## src/rtl/premac_pkg.sv

```systemverilog
`timescale 1ns/1ps
package premac_pkg;
  // X select codes, opmode[1:0]
  localparam logic [1:0] XS_ZERO = 2'b00;
  localparam logic [1:0] XS_MLO  = 2'b01;
  localparam logic [1:0] XS_AB   = 2'b11;
  // Y select codes, opmode[3:2]
  localparam logic [1:0] YS_ZERO = 2'b00;
  localparam logic [1:0] YS_MHI  = 2'b01;
  localparam logic [1:0] YS_C    = 2'b11;
  // Z select codes, opmode[6:4]
  localparam logic [2:0] ZS_ZERO = 3'b000;
  localparam logic [2:0] ZS_P    = 3'b010;
  localparam logic [2:0] ZS_C    = 3'b011;
  // ALU modes
  localparam logic [3:0] ALU_ADD = 4'b0000;
  localparam logic [3:0] ALU_SUB = 4'b0011;
  // input-mode bit positions
  localparam int INM_SUB_BIT  = 3;
  localparam int INM_BSEL_BIT = 4;

  typedef struct packed {
    logic [6:0] opmode;
    logic [3:0] alumode;
    logic       carry;
  } ctrl_t;

  typedef struct packed {
    logic bsel_first;
    logic pre_sub;
  } inm_t;
endpackage

```

## src/rtl/premac_preadd.sv

```systemverilog
`timescale 1ns/1ps
module premac_preadd #(
  parameter int A_W   = 30,
  parameter int D_W   = 25,
  parameter int PRE_W = D_W + 1
) (
  input  logic                    clk,
  input  logic                    rst_n,
  input  logic [A_W-1:0]          a_in,
  input  logic [D_W-1:0]          d_in,
  input  logic                    ce_a,
  input  logic                    ce_d,
  input  logic                    ce_ad,
  input  logic                    rst_a,
  input  logic                    rst_d,
  input  logic                    rst_ad,
  input  logic                    pre_sub,
  output logic [A_W-1:0]          a_q,
  output logic signed [PRE_W-1:0] ad_q
);
  localparam int EXT = PRE_W - D_W;

  logic [A_W-1:0]          a_nx;
  logic [D_W-1:0]          d_q, d_nx;
  logic signed [PRE_W-1:0] ad_nx, a_ext, d_ext;

  always_comb begin
    a_ext = {{EXT{a_q[D_W-1]}}, a_q[D_W-1:0]};
    d_ext = {{EXT{d_q[D_W-1]}}, d_q};
    a_nx  = rst_a ? '0 : (ce_a ? a_in : a_q);
    d_nx  = rst_d ? '0 : (ce_d ? d_in : d_q);
    if (rst_ad)      ad_nx = '0;
    else if (ce_ad)  ad_nx = pre_sub ? (d_ext - a_ext) : (d_ext + a_ext);
    else             ad_nx = ad_q;
  end

  always_ff @(posedge clk or negedge rst_n) begin
    if (!rst_n) begin
      a_q  <= '0;
      d_q  <= '0;
      ad_q <= '0;
    end else begin
      a_q  <= a_nx;
      d_q  <= d_nx;
      ad_q <= ad_nx;
    end
  end
endmodule

```

## src/rtl/premac_mult.sv

```systemverilog
`timescale 1ns/1ps
module premac_mult #(
  parameter int B_W   = 18,
  parameter int PRE_W = 26,
  parameter int P_W   = 48
) (
  input  logic                    clk,
  input  logic                    rst_n,
  input  logic [B_W-1:0]          b_in,
  input  logic                    ce_b1,
  input  logic                    ce_b2,
  input  logic                    rst_b,
  input  logic                    ce_m,
  input  logic                    rst_m,
  input  logic                    bsel_first,
  input  logic signed [PRE_W-1:0] ad_q,
  output logic [B_W-1:0]          b1_q,
  output logic [P_W-1:0]          m_q
);
  localparam int PROD_W = PRE_W + B_W;

  logic [B_W-1:0]           b2_q, b1_nx, b2_nx;
  logic signed [B_W-1:0]    b_sel;
  logic signed [PROD_W-1:0] prod;
  logic [P_W-1:0]           m_nx;

  always_comb begin
    b1_nx = rst_b ? '0 : (ce_b1 ? b_in : b1_q);
    b2_nx = rst_b ? '0 : (ce_b2 ? b1_q : b2_q);
    b_sel = bsel_first ? b1_q : b2_q;
    prod  = PROD_W'(ad_q) * PROD_W'(b_sel);
    if (rst_m)     m_nx = '0;
    else if (ce_m) m_nx = {{(P_W-PROD_W){prod[PROD_W-1]}}, prod};
    else           m_nx = m_q;
  end

  always_ff @(posedge clk or negedge rst_n) begin
    if (!rst_n) begin
      b1_q <= '0;
      b2_q <= '0;
      m_q  <= '0;
    end else begin
      b1_q <= b1_nx;
      b2_q <= b2_nx;
      m_q  <= m_nx;
    end
  end
endmodule

```

## src/rtl/premac_postadd.sv

```systemverilog
`timescale 1ns/1ps
module premac_postadd
  import premac_pkg::*;
#(
  parameter int A_W = 30,
  parameter int B_W = 18,
  parameter int P_W = 48
) (
  input  logic           clk,
  input  logic           rst_n,
  input  logic [6:0]     opmode_in,
  input  logic [3:0]     alumode_in,
  input  logic           carry_in,
  input  logic           ce_ctrl,
  input  logic           rst_ctrl,
  input  logic [P_W-1:0] m_q,
  input  logic [A_W-1:0] a_q,
  input  logic [B_W-1:0] b_q,
  input  logic [P_W-1:0] c_in,
  input  logic           ce_p,
  input  logic           rst_p,
  output logic [P_W-1:0] p_q
);
  localparam int HALF = P_W / 2;
  localparam logic [P_W-1:0] LO_MASK = {{(P_W-HALF){1'b0}}, {HALF{1'b1}}};

  ctrl_t          ctrl_q, ctrl_nx, ctrl_in;
  logic [P_W-1:0] x_op, y_op, z_op, addend, p_calc, p_nx, ab_cat;

  always_comb begin
    ctrl_in = '{opmode: opmode_in, alumode: alumode_in, carry: carry_in};
    ctrl_nx = rst_ctrl ? '0 : (ce_ctrl ? ctrl_in : ctrl_q);
    ab_cat  = P_W'({a_q, b_q});

    case (ctrl_q.opmode[1:0])
      XS_MLO:  x_op = m_q & LO_MASK;
      XS_AB:   x_op = ab_cat;
      default: x_op = '0;
    endcase
    case (ctrl_q.opmode[3:2])
      YS_MHI:  y_op = m_q & ~LO_MASK;
      YS_C:    y_op = c_in;
      default: y_op = '0;
    endcase
    case (ctrl_q.opmode[6:4])
      ZS_P:    z_op = p_q;
      ZS_C:    z_op = c_in;
      default: z_op = '0;
    endcase

    addend = x_op + y_op + {{(P_W-1){1'b0}}, ctrl_q.carry};
    p_calc = (ctrl_q.alumode == ALU_SUB) ? (z_op - addend) : (z_op + addend);

    if (rst_p)     p_nx = '0;
    else if (ce_p) p_nx = p_calc;
    else           p_nx = p_q;
  end

  always_ff @(posedge clk or negedge rst_n) begin
    if (!rst_n) begin
      ctrl_q <= '0;
      p_q    <= '0;
    end else begin
      ctrl_q <= ctrl_nx;
      p_q    <= p_nx;
    end
  end
endmodule

```

## src/rtl/premac_slice.sv

```systemverilog
`timescale 1ns/1ps
module premac_slice
  import premac_pkg::*;
#(
  parameter int A_W = 30,
  parameter int B_W = 18,
  parameter int D_W = 25,
  parameter int P_W = 48
) (
  input  logic           clk,
  input  logic           rst_n,
  input  logic [A_W-1:0] a_in,
  input  logic [B_W-1:0] b_in,
  input  logic [D_W-1:0] d_in,
  input  logic [P_W-1:0] c_in,
  input  logic [6:0]     opmode_in,
  input  logic [3:0]     alumode_in,
  input  logic [4:0]     inmode_in,
  input  logic           carry_in,
  input  logic           ce_a,
  input  logic           ce_b1,
  input  logic           ce_b2,
  input  logic           ce_d,
  input  logic           ce_ad,
  input  logic           ce_m,
  input  logic           ce_p,
  input  logic           ce_ctrl,
  input  logic           ce_inmode,
  input  logic           rst_a,
  input  logic           rst_b,
  input  logic           rst_d,
  input  logic           rst_ad,
  input  logic           rst_m,
  input  logic           rst_p,
  input  logic           rst_ctrl,
  input  logic           rst_inmode,
  output logic [P_W-1:0] p_out
);
  localparam int PRE_W = D_W + 1;

  inm_t                    inm_q, inm_nx, inm_in;
  logic [A_W-1:0]          a_q;
  logic signed [PRE_W-1:0] ad_q;
  logic [B_W-1:0]          b1_q;
  logic [P_W-1:0]          m_q;

  always_comb begin
    inm_in = '{bsel_first: inmode_in[INM_BSEL_BIT], pre_sub: inmode_in[INM_SUB_BIT]};
    inm_nx = rst_inmode ? '0 : (ce_inmode ? inm_in : inm_q);
  end

  always_ff @(posedge clk or negedge rst_n) begin
    if (!rst_n) inm_q <= '0;
    else        inm_q <= inm_nx;
  end

  premac_preadd #(.A_W(A_W), .D_W(D_W), .PRE_W(PRE_W)) preadd_i (
    .clk(clk), .rst_n(rst_n), .a_in(a_in), .d_in(d_in),
    .ce_a(ce_a), .ce_d(ce_d), .ce_ad(ce_ad),
    .rst_a(rst_a), .rst_d(rst_d), .rst_ad(rst_ad),
    .pre_sub(inm_q.pre_sub), .a_q(a_q), .ad_q(ad_q)
  );

  premac_mult #(.B_W(B_W), .PRE_W(PRE_W), .P_W(P_W)) mult_i (
    .clk(clk), .rst_n(rst_n), .b_in(b_in),
    .ce_b1(ce_b1), .ce_b2(ce_b2), .rst_b(rst_b),
    .ce_m(ce_m), .rst_m(rst_m), .bsel_first(inm_q.bsel_first),
    .ad_q(ad_q), .b1_q(b1_q), .m_q(m_q)
  );

  premac_postadd #(.A_W(A_W), .B_W(B_W), .P_W(P_W)) post_i (
    .clk(clk), .rst_n(rst_n), .opmode_in(opmode_in), .alumode_in(alumode_in),
    .carry_in(carry_in), .ce_ctrl(ce_ctrl), .rst_ctrl(rst_ctrl),
    .m_q(m_q), .a_q(a_q), .b_q(b1_q), .c_in(c_in),
    .ce_p(ce_p), .rst_p(rst_p), .p_q(p_out)
  );
endmodule

```

## config.mk

```make
export PLATFORM = sky130hd
export DESIGN_NAME = premac_slice
export DESIGN_NICKNAME = d
export VERILOG_FILES = /design/src/rtl/premac_pkg.sv /design/src/rtl/premac_preadd.sv /design/src/rtl/premac_mult.sv /design/src/rtl/premac_postadd.sv /design/src/rtl/premac_slice.sv
export SDC_FILE = /design/constraint.sdc
export NUM_CORES = 2
export LEC_CHECK = 0
export BUFFER_PORTS_ARGS = -buffer_cell sky130_fd_sc_hd__buf_2
export CAP_MARGIN = 15
export CORE_MARGIN = 2
export CORE_UTILIZATION = 56
export CTS_CLUSTER_SIZE = 20
export DETAILED_ROUTE_END_ITERATION = 10
export GPL_TIMING_DRIVEN = 0
export MAX_ROUTING_LAYER = met4
export PLACE_DENSITY = 0.74
export RECOVER_POWER = 100
export SLEW_MARGIN = 10
export SYNTH_ARGS = -nofsm -noshare
export SYNTH_HDL_FRONTEND = slang
export SYNTH_SLANG_ARGS = --single-unit
```

## constraint.sdc

```tcl
create_clock -name clk -period 18.2 [get_ports clk]
set_clock_uncertainty 0.05 [all_clocks]
set_input_delay 2.73 -clock clk [delete_from_list [all_inputs] [get_ports clk]]
set_output_delay 2.73 -clock clk [all_outputs]
set_load 0.1 [all_outputs]
```

==> flow_metrics.py <==
metrics = {
    "critical_path": {
        "cp.depth": 3,
        "end_kind": "async pin",
        "cp_num_buf_inv": 3,
        "cp_top_family": "buffers and inverters",
        "crit_path_start_kind": "primary input",
        "path_common_cell": "clkbuf_1",
        "criticalPathCategory": "in -> async",
        "r2r_cells": 32,
        "crit_end": "preadd_i.d_q[17]",
        "critPathMaxFanout": 88,
        "cp_cell_sequence": "clkbuf_1 > clkbuf_1 > clkbuf_1",
        "worstReg2RegEnd": "post_i.p_q[47]",
        "ff2ff_setup_slack_ps": 8210,
        "crit_start": "rst_n",
        "r2r_start": "post_i.ctrl_q[8]",
        "crit_path_top_delay_cell": "clkbuf_1",
        "cp.required_ps": 17670,
        "crit_path_max_incr_delay_ps": 3450,
        "critical_path_arrival_ps": 11870,
    },
    "layout": {
        "final_nets": 5098,
        "area_growth_pct": 7.99,
        "postLayoutCoreUtil_pct": 60.8,
        "drive_gt1_share_pct": 5.69,
        "fillers": 5614,
        "stdcell_count": 5124,
    },
    "die": {
        "dieArea_mm2": 0.0651,
        "die_h_um": 255,
        "initial_utilization_pct": 56.3,
        "num_rows": 92,
        "coreArea_mm2": 0.0627,
        "die_x_um": 255,
        "ios": 205,
    },
    "routing": {
        "totalWireLength_um": 108000,
        "vias_per_cell": 5.86,
        "routedWlPerCell_um": 21.1,
        "dr.pass1.iters": 6,
        "drtIter0Drc": 2539,
        "drc": 0,
        "postRouteAntennaNets": 0,
        "num_vias": 30034,
    },
    "timing": {
        "finalHoldViolations": 0,
        "finalCritPeriodShare_pct": 68.1,
        "rsz0062_at_grt": "false",
        "fmax_ghz": 0.0806,
        "relSlewSlack_pct": -219,
        "setup_tns_ps": 0,
        "maxSlewViolCount": 228,
        "tightest_slew_ps": 4780,
        "fin_crit_ps": 12400,
        "finalSetupViolations": 0,
    },
    "synth": {
        "syn-instance-count": 4029,
        "yosysSeqAreaShare_pct": 15.8,
        "syn_nets": 4876,
        "async_flop_share_pct": 100,
        "ys_ff_latch": 223,
        "yosysUniqueCellTypes": 85,
        "syn-cell-area_mm2": 0.0353,
        "avgSynthCellArea_um2": 8.76,
        "synth_ff_type": "dfrtp_1",
        "synth_warnings": 0,
        "synth_edf_count": 0,
    },
    "grt": {
        "grtUsageTotal_pct": 34.8,
        "grt_pass1_wl_um": 168000,
        "grt_max_degree": 89,
        "grt.overflow.total": 0,
        "grt_pass1_vias": 29718,
        "antenna_found_initial": 15,
    },
    "place": {
        "dpl.cell_count": 5070,
        "hpwlAfterDp_um": 88900,
        "io_buffers": 192,
        "routabilityCongestion": 0.999,
    },
    "cts": {
        "clk_pin_slew_ps": 60,
        "cts_setup_buffers": 0,
        "cts.htree.levels": 1,
        "cts_resized": 0,
        "cts-buffers-inserted": 25,
        "clock_latency_ps": 560,
        "clkSinkCount": 223,
        "clock-root-buffer": "clkbuf_16",
        "cts_hold_buffers": 0,
        "cts.path.max_buffers": 3,
        "cts_tree": "built",
    },
    "flow_run": {
        "drv_cap": 3,
    },
    "worst_hold_path": {
        "hold_path_class": "reg -> reg",
    },
    "power": {
        "vdd_ir_drop_max_v": 0.0000740,
        "p_per_area_mw_per_mm2": 59.9,
        "power.leakage_nw": 17.9,
    },
    "status": {
        "status": "complete, but fails checks",
        "violations": "capacitance limit, slew limit",
    },
}
-- per-layer routing --
metal | part of all wire [%] | GRT usage, %
met1 | 43 | 47.9
met2 | 43 | 50.6
met3 | 8.8 | 7.48
met4 | 4.5 | 13.0
met5 | 0 | -
-- worst register-to-register path, delay by kind of cell, from the launching register on --
family                     cells  cell delay (ps)
AOI/OAI and AO/OA             10             2390
buffers and inverters          5             1870
DFF                            1              320
xor gates and xnor gates       3              520
and+or+nand+nor               11             3710
adders and majority gates      3              980
-- state kept, by name, indices dropped and copies added (netlist names) --
signal	flops
preadd_i.d_q	25
preadd_i.a_q	30
mult_i.b2_q	18
post_i.p_q	48
preadd_i.ad_q	26
post_i.ctrl_q	12
mult_i.b1_q	18
mult_i.m_q	44
inm_q	2
-- where the power goes --
part / switching (mW) / total (mW) / leakage, nW / internal, mW
Combinational: 0.779 / 1.16 / 14.5 / 0.382
Sequential: 0.0460 / 0.594 / 2.99 / 0.548
Clock: 0.228 / 0.529 / 0.401 / 0.301
Total: 1.05 / 2.28 / 17.9 / 1.23
-- cells by family after synthesis --
logic type,count (synthesis),share of synthesized area (%)
AO/OA/AOI/OAI,641,12.3
AND/OR/NAND/NOR,1296,17.5
XOR/XNOR,206,5.11
flip-flops,223,15.8
multiplexers,256,7.31
buffers and inverters,717,7.65
adder cells (fa/ha/maj),690,34.3
-- synth_stat cells (15+ instances only) --
cell type  instances  area, um2
and2_1            77        482
mux2i_1          241       2410
o21a_1            29        218
a22o_1            46        403
buf_1             26       97.6
nor3_1            41        205
nand2b_1          38        238
ha_1             229       2870
dfrtp_1          223       5580
o211ai_1          16        120
o21bai_1          25        188
mux2_2            15        169
nand3_1           43        215
o21ai_0           86        430
inv_1            496       1860
xnor2_1          140       1230
xor2_1            66        578
clkbuf_1         192        721
or2_2             32        200
nor2_1           343       1290
nor2b_1          127        795
nand4_1           21        131
a21o_1            89        668
a21oi_1          180        901
and3_1            69        432
fa_1             461       9230
nand2_1          430       1610
a211oi_1          32        240
a31oi_1           16        100
-- cell type report --
type	instances	area [um2]	share of cell area, %
multi-input combinational	3089	27000	70.9
timing repair buffer	195	912	2.39
tap	846	1060	2.78
antenna	11	27.5	0.0722
clock inverter	10	120	0.315
clock buffer	33	706	1.85
inverter	496	1860	4.88
buffer	221	840	2.20
sequential	223	5580	14.6
-- cells in the final DEF, fill, tap and decap left out, drive strengths merged, types with 43 or more instances in the layout --
cell type / synthesis / routed
inv: 496 / 497
buf: 28 / 160
nand3: 43 / 43
dfrtp: 223 / 223
xor2: 66 / 66
mux2i: 241 / 241
and3: 70 / 70
clkbuf: 193 / 289
nor2b: 127 / 127
nand2: 430 / 430
nor2: 343 / 343
ha: 229 / 229
xnor2: 140 / 140
and2: 77 / 77
a21o: 89 / 89
fa: 461 / 461
a22o: 46 / 46
o21ai: 87 / 87
a21oi: 180 / 180
-- worst min-delay path by stage --
stage,slack [ps],cells past startpoint,startpoint,end
finish,460,2,preadd_i.a_q[27],preadd_i.a_q[27]
global route,490,2,mult_i.b2_q[6],mult_i.b2_q[6]
CTS,470,2,preadd_i.a_q[27],preadd_i.a_q[27]
detailed placement,450,2,preadd_i.a_q[27],preadd_i.a_q[27]
global placement,450,2,mult_i.b2_q[8],mult_i.b2_q[8]
floorplan,430,2,preadd_i.a_q[25],preadd_i.a_q[25]
-- stage by stage --
step                hold WS (ps)  instance area [um2]  power (mW)  setup slack (ps)
finish                       460                38100        2.28              5800
global route                 487                38100        2.42              3790
CTS                          466                38200        2.28              8220
detailed placement           453                37400        1.75              7680
global placement             446                37300        1.74              7770
floorplan                    428                35300        1.44              9340
Note: power is estimated with default switching activity, not from simulation.
